**src/rtl/ledr_pkg.sv**
```systemverilog
package ledr_pkg;

    typedef enum logic [1:0] {
        PAR_HOLD  = 2'd0,
        PAR_TOKEN = 2'd1,
        PAR_SPLIT = 2'd2
    } par_class_t;

    function automatic logic phase_next(input logic cur_val, input logic cur_phs,
                                        input logic new_bit);
        return (new_bit == cur_val) ? ~cur_phs : cur_phs;
    endfunction

    function automatic par_class_t classify(input logic all_flipped, input logic all_same);
        if (all_flipped)
            return PAR_TOKEN;
        else if (all_same)
            return PAR_HOLD;
        else
            return PAR_SPLIT;
    endfunction

endpackage

```
**src/rtl/ledr_enc.sv**
```systemverilog
module ledr_enc #(
    parameter int WIDTH = 8
) (
    input  logic             clk,
    input  logic             rst,
    input  logic             in_valid,
    input  logic [WIDTH-1:0] in_word,
    output logic             in_ready,
    output logic [WIDTH-1:0] val_w,
    output logic [WIDTH-1:0] phs_w
);
    logic             busy_q;
    logic             take;
    logic [WIDTH-1:0] val_q;
    logic [WIDTH-1:0] phs_q;
    logic [WIDTH-1:0] phs_nxt;

    assign take     = in_valid && !busy_q;
    assign in_ready = !busy_q;
    assign val_w    = val_q;
    assign phs_w    = phs_q;

    for (genvar i = 0; i < WIDTH; i++) begin : g_bit
        assign phs_nxt[i] = ledr_pkg::phase_next(val_q[i], phs_q[i], in_word[i]);
    end

    always_ff @(posedge clk) begin
        if (rst) begin
            busy_q <= 1'b0;
            val_q  <= '0;
            phs_q  <= '0;
        end else begin
            busy_q <= take;
            if (take) begin
                val_q <= in_word;
                phs_q <= phs_nxt;
            end
        end
    end

    assert_value_follows_R2: assert property (@(posedge clk) disable iff (rst)
        (in_valid && in_ready) |=> (val_w == $past(in_word)));

    assert_one_wire_R3: assert property (@(posedge clk) disable iff (rst)
        (in_valid && in_ready) |=>
            (((val_w ^ $past(val_w)) ^ (phs_w ^ $past(phs_w))) == {WIDTH{1'b1}}));

    assert_ready_gap_R4: assert property (@(posedge clk) disable iff (rst)
        (in_valid && in_ready) |=> !in_ready);

    assert_hold_wires_R5: assert property (@(posedge clk) disable iff (rst)
        !(in_valid && in_ready) |=> ($stable(val_w) && $stable(phs_w)));

endmodule

```
**src/rtl/ledr_skew_mon.sv**
```systemverilog
module ledr_skew_mon #(
    parameter int SKEW_LIMIT = 3
) (
    input  logic clk,
    input  logic rst,
    input  logic split,
    output logic err
);
    localparam int CW = $clog2(SKEW_LIMIT + 1) + 1;

    logic [CW-1:0] run_q;
    logic          err_q;

    assign err = err_q;

    always_ff @(posedge clk) begin
        if (rst) begin
            run_q <= '0;
            err_q <= 1'b0;
        end else if (!split) begin
            run_q <= '0;
        end else if (run_q == CW'(SKEW_LIMIT)) begin
            err_q <= 1'b1;
        end else begin
            run_q <= run_q + 1'b1;
        end
    end

    assert_err_sticky_R9: assert property (@(posedge clk) disable iff (rst)
        err |=> err);

    assert_err_cause_R8: assert property (@(posedge clk) disable iff (rst)
        $rose(err) |-> $past(split));

endmodule

```
**src/rtl/ledr_dec.sv**
```systemverilog
module ledr_dec #(
    parameter int WIDTH      = 8,
    parameter int SKEW_LIMIT = 3
) (
    input  logic             clk,
    input  logic             rst,
    input  logic [WIDTH-1:0] val_w,
    input  logic [WIDTH-1:0] phs_w,
    output logic             out_valid,
    output logic [WIDTH-1:0] out_word,
    output logic             skew_err
);
    import ledr_pkg::*;

    logic             exp_q;
    logic [WIDTH-1:0] par;
    logic [WIDTH-1:0] moved;
    par_class_t       cls;
    logic             valid_q;
    logic [WIDTH-1:0] word_q;

    for (genvar i = 0; i < WIDTH; i++) begin : g_par
        assign par[i]   = val_w[i] ^ phs_w[i];
        assign moved[i] = par[i] ^ exp_q;
    end

    assign cls       = classify(&moved, ~|moved);
    assign out_valid = valid_q;
    assign out_word  = word_q;

    always_ff @(posedge clk) begin
        if (rst) begin
            exp_q   <= 1'b0;
            valid_q <= 1'b0;
            word_q  <= '0;
        end else begin
            valid_q <= (cls == PAR_TOKEN);
            if (cls == PAR_TOKEN) begin
                word_q <= val_w;
                exp_q  <= ~exp_q;
            end
        end
    end

    ledr_skew_mon #(.SKEW_LIMIT(SKEW_LIMIT)) u_mon (
        .clk   (clk),
        .rst   (rst),
        .split (cls == PAR_SPLIT),
        .err   (skew_err)
    );

    assert_pulse_single_R6: assert property (@(posedge clk) disable iff (rst)
        out_valid |=> !out_valid);

    assert_no_partial_token_R7: assert property (@(posedge clk) disable iff (rst)
        (cls == PAR_SPLIT) |=> !out_valid);

endmodule

```
**src/rtl/ledr_link.sv**
```systemverilog
module ledr_link #(
    parameter int WIDTH      = 8,
    parameter int SKEW_LIMIT = 3
) (
    input  logic             clk,
    input  logic             rst,
    input  logic             tx_valid,
    input  logic [WIDTH-1:0] tx_word,
    output logic             tx_ready,
    output logic [WIDTH-1:0] tx_val_w,
    output logic [WIDTH-1:0] tx_phs_w,
    input  logic [WIDTH-1:0] rx_val_w,
    input  logic [WIDTH-1:0] rx_phs_w,
    output logic             rx_valid,
    output logic [WIDTH-1:0] rx_word,
    output logic             rx_skew_err
);
    ledr_enc #(.WIDTH(WIDTH)) u_enc (
        .clk      (clk),
        .rst      (rst),
        .in_valid (tx_valid),
        .in_word  (tx_word),
        .in_ready (tx_ready),
        .val_w    (tx_val_w),
        .phs_w    (tx_phs_w)
    );

    ledr_dec #(.WIDTH(WIDTH), .SKEW_LIMIT(SKEW_LIMIT)) u_dec (
        .clk       (clk),
        .rst       (rst),
        .val_w     (rx_val_w),
        .phs_w     (rx_phs_w),
        .out_valid (rx_valid),
        .out_word  (rx_word),
        .skew_err  (rx_skew_err)
    );

    assert_reset_quiet_R1: assert property (@(posedge clk)
        $past(rst) |-> (tx_ready && !rx_valid && !rx_skew_err &&
                        tx_val_w == '0 && tx_phs_w == '0));

endmodule

```
**config.mk**
```make
export PLATFORM = sky130hd
export DESIGN_NAME = ledr_link
export DESIGN_NICKNAME = d
export VERILOG_FILES = /design/src/rtl/ledr_pkg.sv /design/src/rtl/ledr_enc.sv /design/src/rtl/ledr_skew_mon.sv /design/src/rtl/ledr_dec.sv /design/src/rtl/ledr_link.sv
export SDC_FILE = /design/constraint.sdc
export NUM_CORES = 1
export LEC_CHECK = 0
export BUFFER_PORTS_ARGS = -buffer_cell sky130_fd_sc_hd__clkbuf_2
export CAP_MARGIN = 0
export CORE_MARGIN = 2
export CORE_UTILIZATION = 25
export DETAILED_ROUTE_END_ITERATION = 8
export GPL_ROUTABILITY_DRIVEN = 0
export HOLD_SLACK_MARGIN = 0.03
export PLACE_DENSITY = 0.45
export SYNTH_ARGS = -nofsm -noshare
export SYNTH_HDL_FRONTEND = slang
export SYNTH_SLANG_ARGS = --single-unit
```
**constraint.sdc**
```tcl
create_clock -name clk -period 2 [get_ports clk]
set_input_delay 0.4 -clock clk [delete_from_list [all_inputs] [get_ports clk]]
set_output_delay 0.4 -clock clk [all_outputs]
set_load 0.02 [all_outputs]
```
==> results_dict.tcl <==
set metrics [dict create \
    slew_headroom_pct 58.2 \
    drt-total-wl_microns 4420 \
    cts_hold_buffers 0 \
    critPathLaunchType "input port" \
    fin_setup_tns_ns 0 \
    cpMaxStageDelayCell "or4_1" \
    path_class "input port to flip-flop" \
    grtUsageTotal_pct 11.8 \
    hp-class "input port to flip-flop" \
    crit_path_max_fanout 19 \
    initial_core_util_pct 25.6 \
    leakage_nw 0.897 \
    post-route-period-util_pct 77.5 \
    cts_tree "built" \
    drc_errors 0 \
    antenna_found_initial 0 \
    yosysSeqAreaShare_pct 36.1 \
    whs_ns 0.360 \
    nets 307 \
    worstHoldStart "tx_word[5]" \
    hpwl_microns 3190 \
    path_buf_inv 2 \
    htree_levels 2 \
    io_buffers 53 \
    syn_avg_cell_area_sq_um 7.71 \
    rsz0062_at_grt "false" \
    die_w_microns 87.0 \
    grt_first_pass_wirelength_microns 7130 \
    post_cts_buffers 0 \
    firstDrtPassIters 5 \
    r2r_start "u_enc.busy_q" \
    first_global_vias 1471 \
    drtIter0Drc 64 \
    crit_arrival_ns 1.78 \
    vias_per_cell 4.80 \
    antenna_cells 0 \
    synth_nets 252 \
    die-area_sq_um 7560 \
    ys_seq_elements 31 \
    core_sq_um 6720 \
    numCtsBuffers 5 \
    ys_warn_count 0 \
    max-cap-violations 0 \
    syn-cell-area_sq_um 1720 \
    vdd.ir_drop.worst_v 0.000227 \
    boundaryPins 54 \
    via_count 1722 \
    clock-root-buffer "clkbuf_8" \
    path_clk_slew_ns 0.07 \
    setup_violations 0 \
    met3_usage_pct 2.65 \
    worst_setup_path_end_kind "flip-flop" \
    skew_ns 0.00553 \
    power_density_nw_per_um2 730 \
    layout_common_cells "clkbuf_2, nand2_1, dfxtp_1" \
    ctsResizeCount 0 \
    wl_per_cell_microns 12.3 \
    timing.fmax_mhz 645 \
    clock_sinks 31 \
    finalMaxSlewViolations 0 \
    total_power_mw 1.62 \
    die_h_microns 87.0 \
    clk_latency_ns 0.28 \
    layout-drive-gt1-share_pct 28.0 \
    grt_util_met2_pct 17.7 \
    cts_buffer_depth 2 \
    route.antenna.remaining_nets 0 \
    rows 30 \
    slowest_delay_ns 0.52 \
    cp_cell_sequence "clkbuf_2 -> xnor2_1 -> nand4_2 -> buf_4 -> or4_1 -> nand4_1" \
    cp_top_family "simple AND/OR/NAND/NOR gates" \
    met1_usage_pct 16.8 \
    final_common_cell "clkbuf_2" \
    grt_max_degree 29 \
    synth_cells 223 \
    synthDistinctLibCells 27 \
    finalCriticalPeriod_ns 1.55 \
    grt.busiest_layer "met2" \
    crit_start "rx_val_w[7]" \
    worstMarginPinSlew_ns 0.626 \
    status "finished, final reports clean" \
    finalHoldViolations 0 \
    grt_overflow 0 \
    required_ns 2.23 \
    syn_to_final_growth_pct 29.3 \
]
==> flip-flops by register name, indices dropped and copies added, names as in the netlist <==
name and flops:
u_dec.u_mon.err 1, u_dec.out_word 8, u_enc.val_w 8, u_dec.u_mon.run_q 3
u_dec.exp_q 1, u_dec.out_valid 1, u_enc.phs_w 8, u_enc.busy_q 1
==> synthesized netlist by cell type, drive strengths merged <==
cell type,n,share of area [%]
buf,5,1.4
or4,10,4.4
or3,9,3.3
nand3,9,2.9
nand2,33,7.2
nand2b,1,0.36
clkbuf,12,2.6
dfxtp,31,36
inv,4,0.87
xnor2,8,4.1
xor2,9,4.6
o32ai,1,0.51
nor4,5,2.5
nor3b,16,7.0
nand4,10,4.0
nor2b,1,0.36
a21oi,19,5.5
mux2i,1,0.58
nor2,12,3.1
o21ai,25,7.3
ha,2,1.5
==> path summary, 6_finish.rpt <==
check                      end  slack, ns  depth (start not counted)
min reg2reg    u_dec.u_mon.err       0.46                          2
max          u_dec.out_word[6]       0.45                          6
min             u_enc.val_w[5]       0.36                          3
max reg2reg     u_enc.phs_w[5]       0.60                          4
==> worst min-delay path, cell delays in order <==
cell,delay (ns)
clkbuf_2,0.09
nand2_1,0.05
a21oi_1,0.05
==> power by group <==
group | switching, mW | internal (mW) | leakage [nW]
Sequential | 0.0265 | 0.659 | 0.253
Combinational | 0.176 | 0.117 | 0.582
Clock | 0.243 | 0.403 | 0.0612
==> metrics by stage <==
stage	cells	util (%)	setup slack (ns)	instance area [sq um]
final	359	33.1	0.450	2220
after global placement	351	31.4	0.187	2110
after floorplan	223	-	0.418	1720
after global routing	359	33.1	0.342	2220
after CTS	359	33.1	0.455	2220
after detailed placement	351	31.4	0.164	2110
==> cell families after synthesis <==
family / Yosys count / share of synthesized area (%)
flops: 31 / 36.1
simple gates: 106 / 35.1
buf+inv: 21 / 4.87
mux: 1 / 0.582
fa+ha+maj: 2 / 1.45
compound gates: 45 / 13.3
xor+xnor: 17 / 8.65
==> routing by layer <==
metal / vias up / share of wire [%]
met2: 39 / 46
li1: 900 / -
met5: - / 0
met1: 781 / 50
met3: 2 / 4.2
met4: 0 / 0.45
==> layout make-up <==
cell class,count,area [sq um]
fillers,722,4490
multi-input cells,171,1020
repair buffers,65,355
clock buffers,6,82.6
inverters,4,15.0
well taps,80,100
flip-flops and latches,31,621
clock inverters,2,35.0
(Power assumes the default switching activity.)
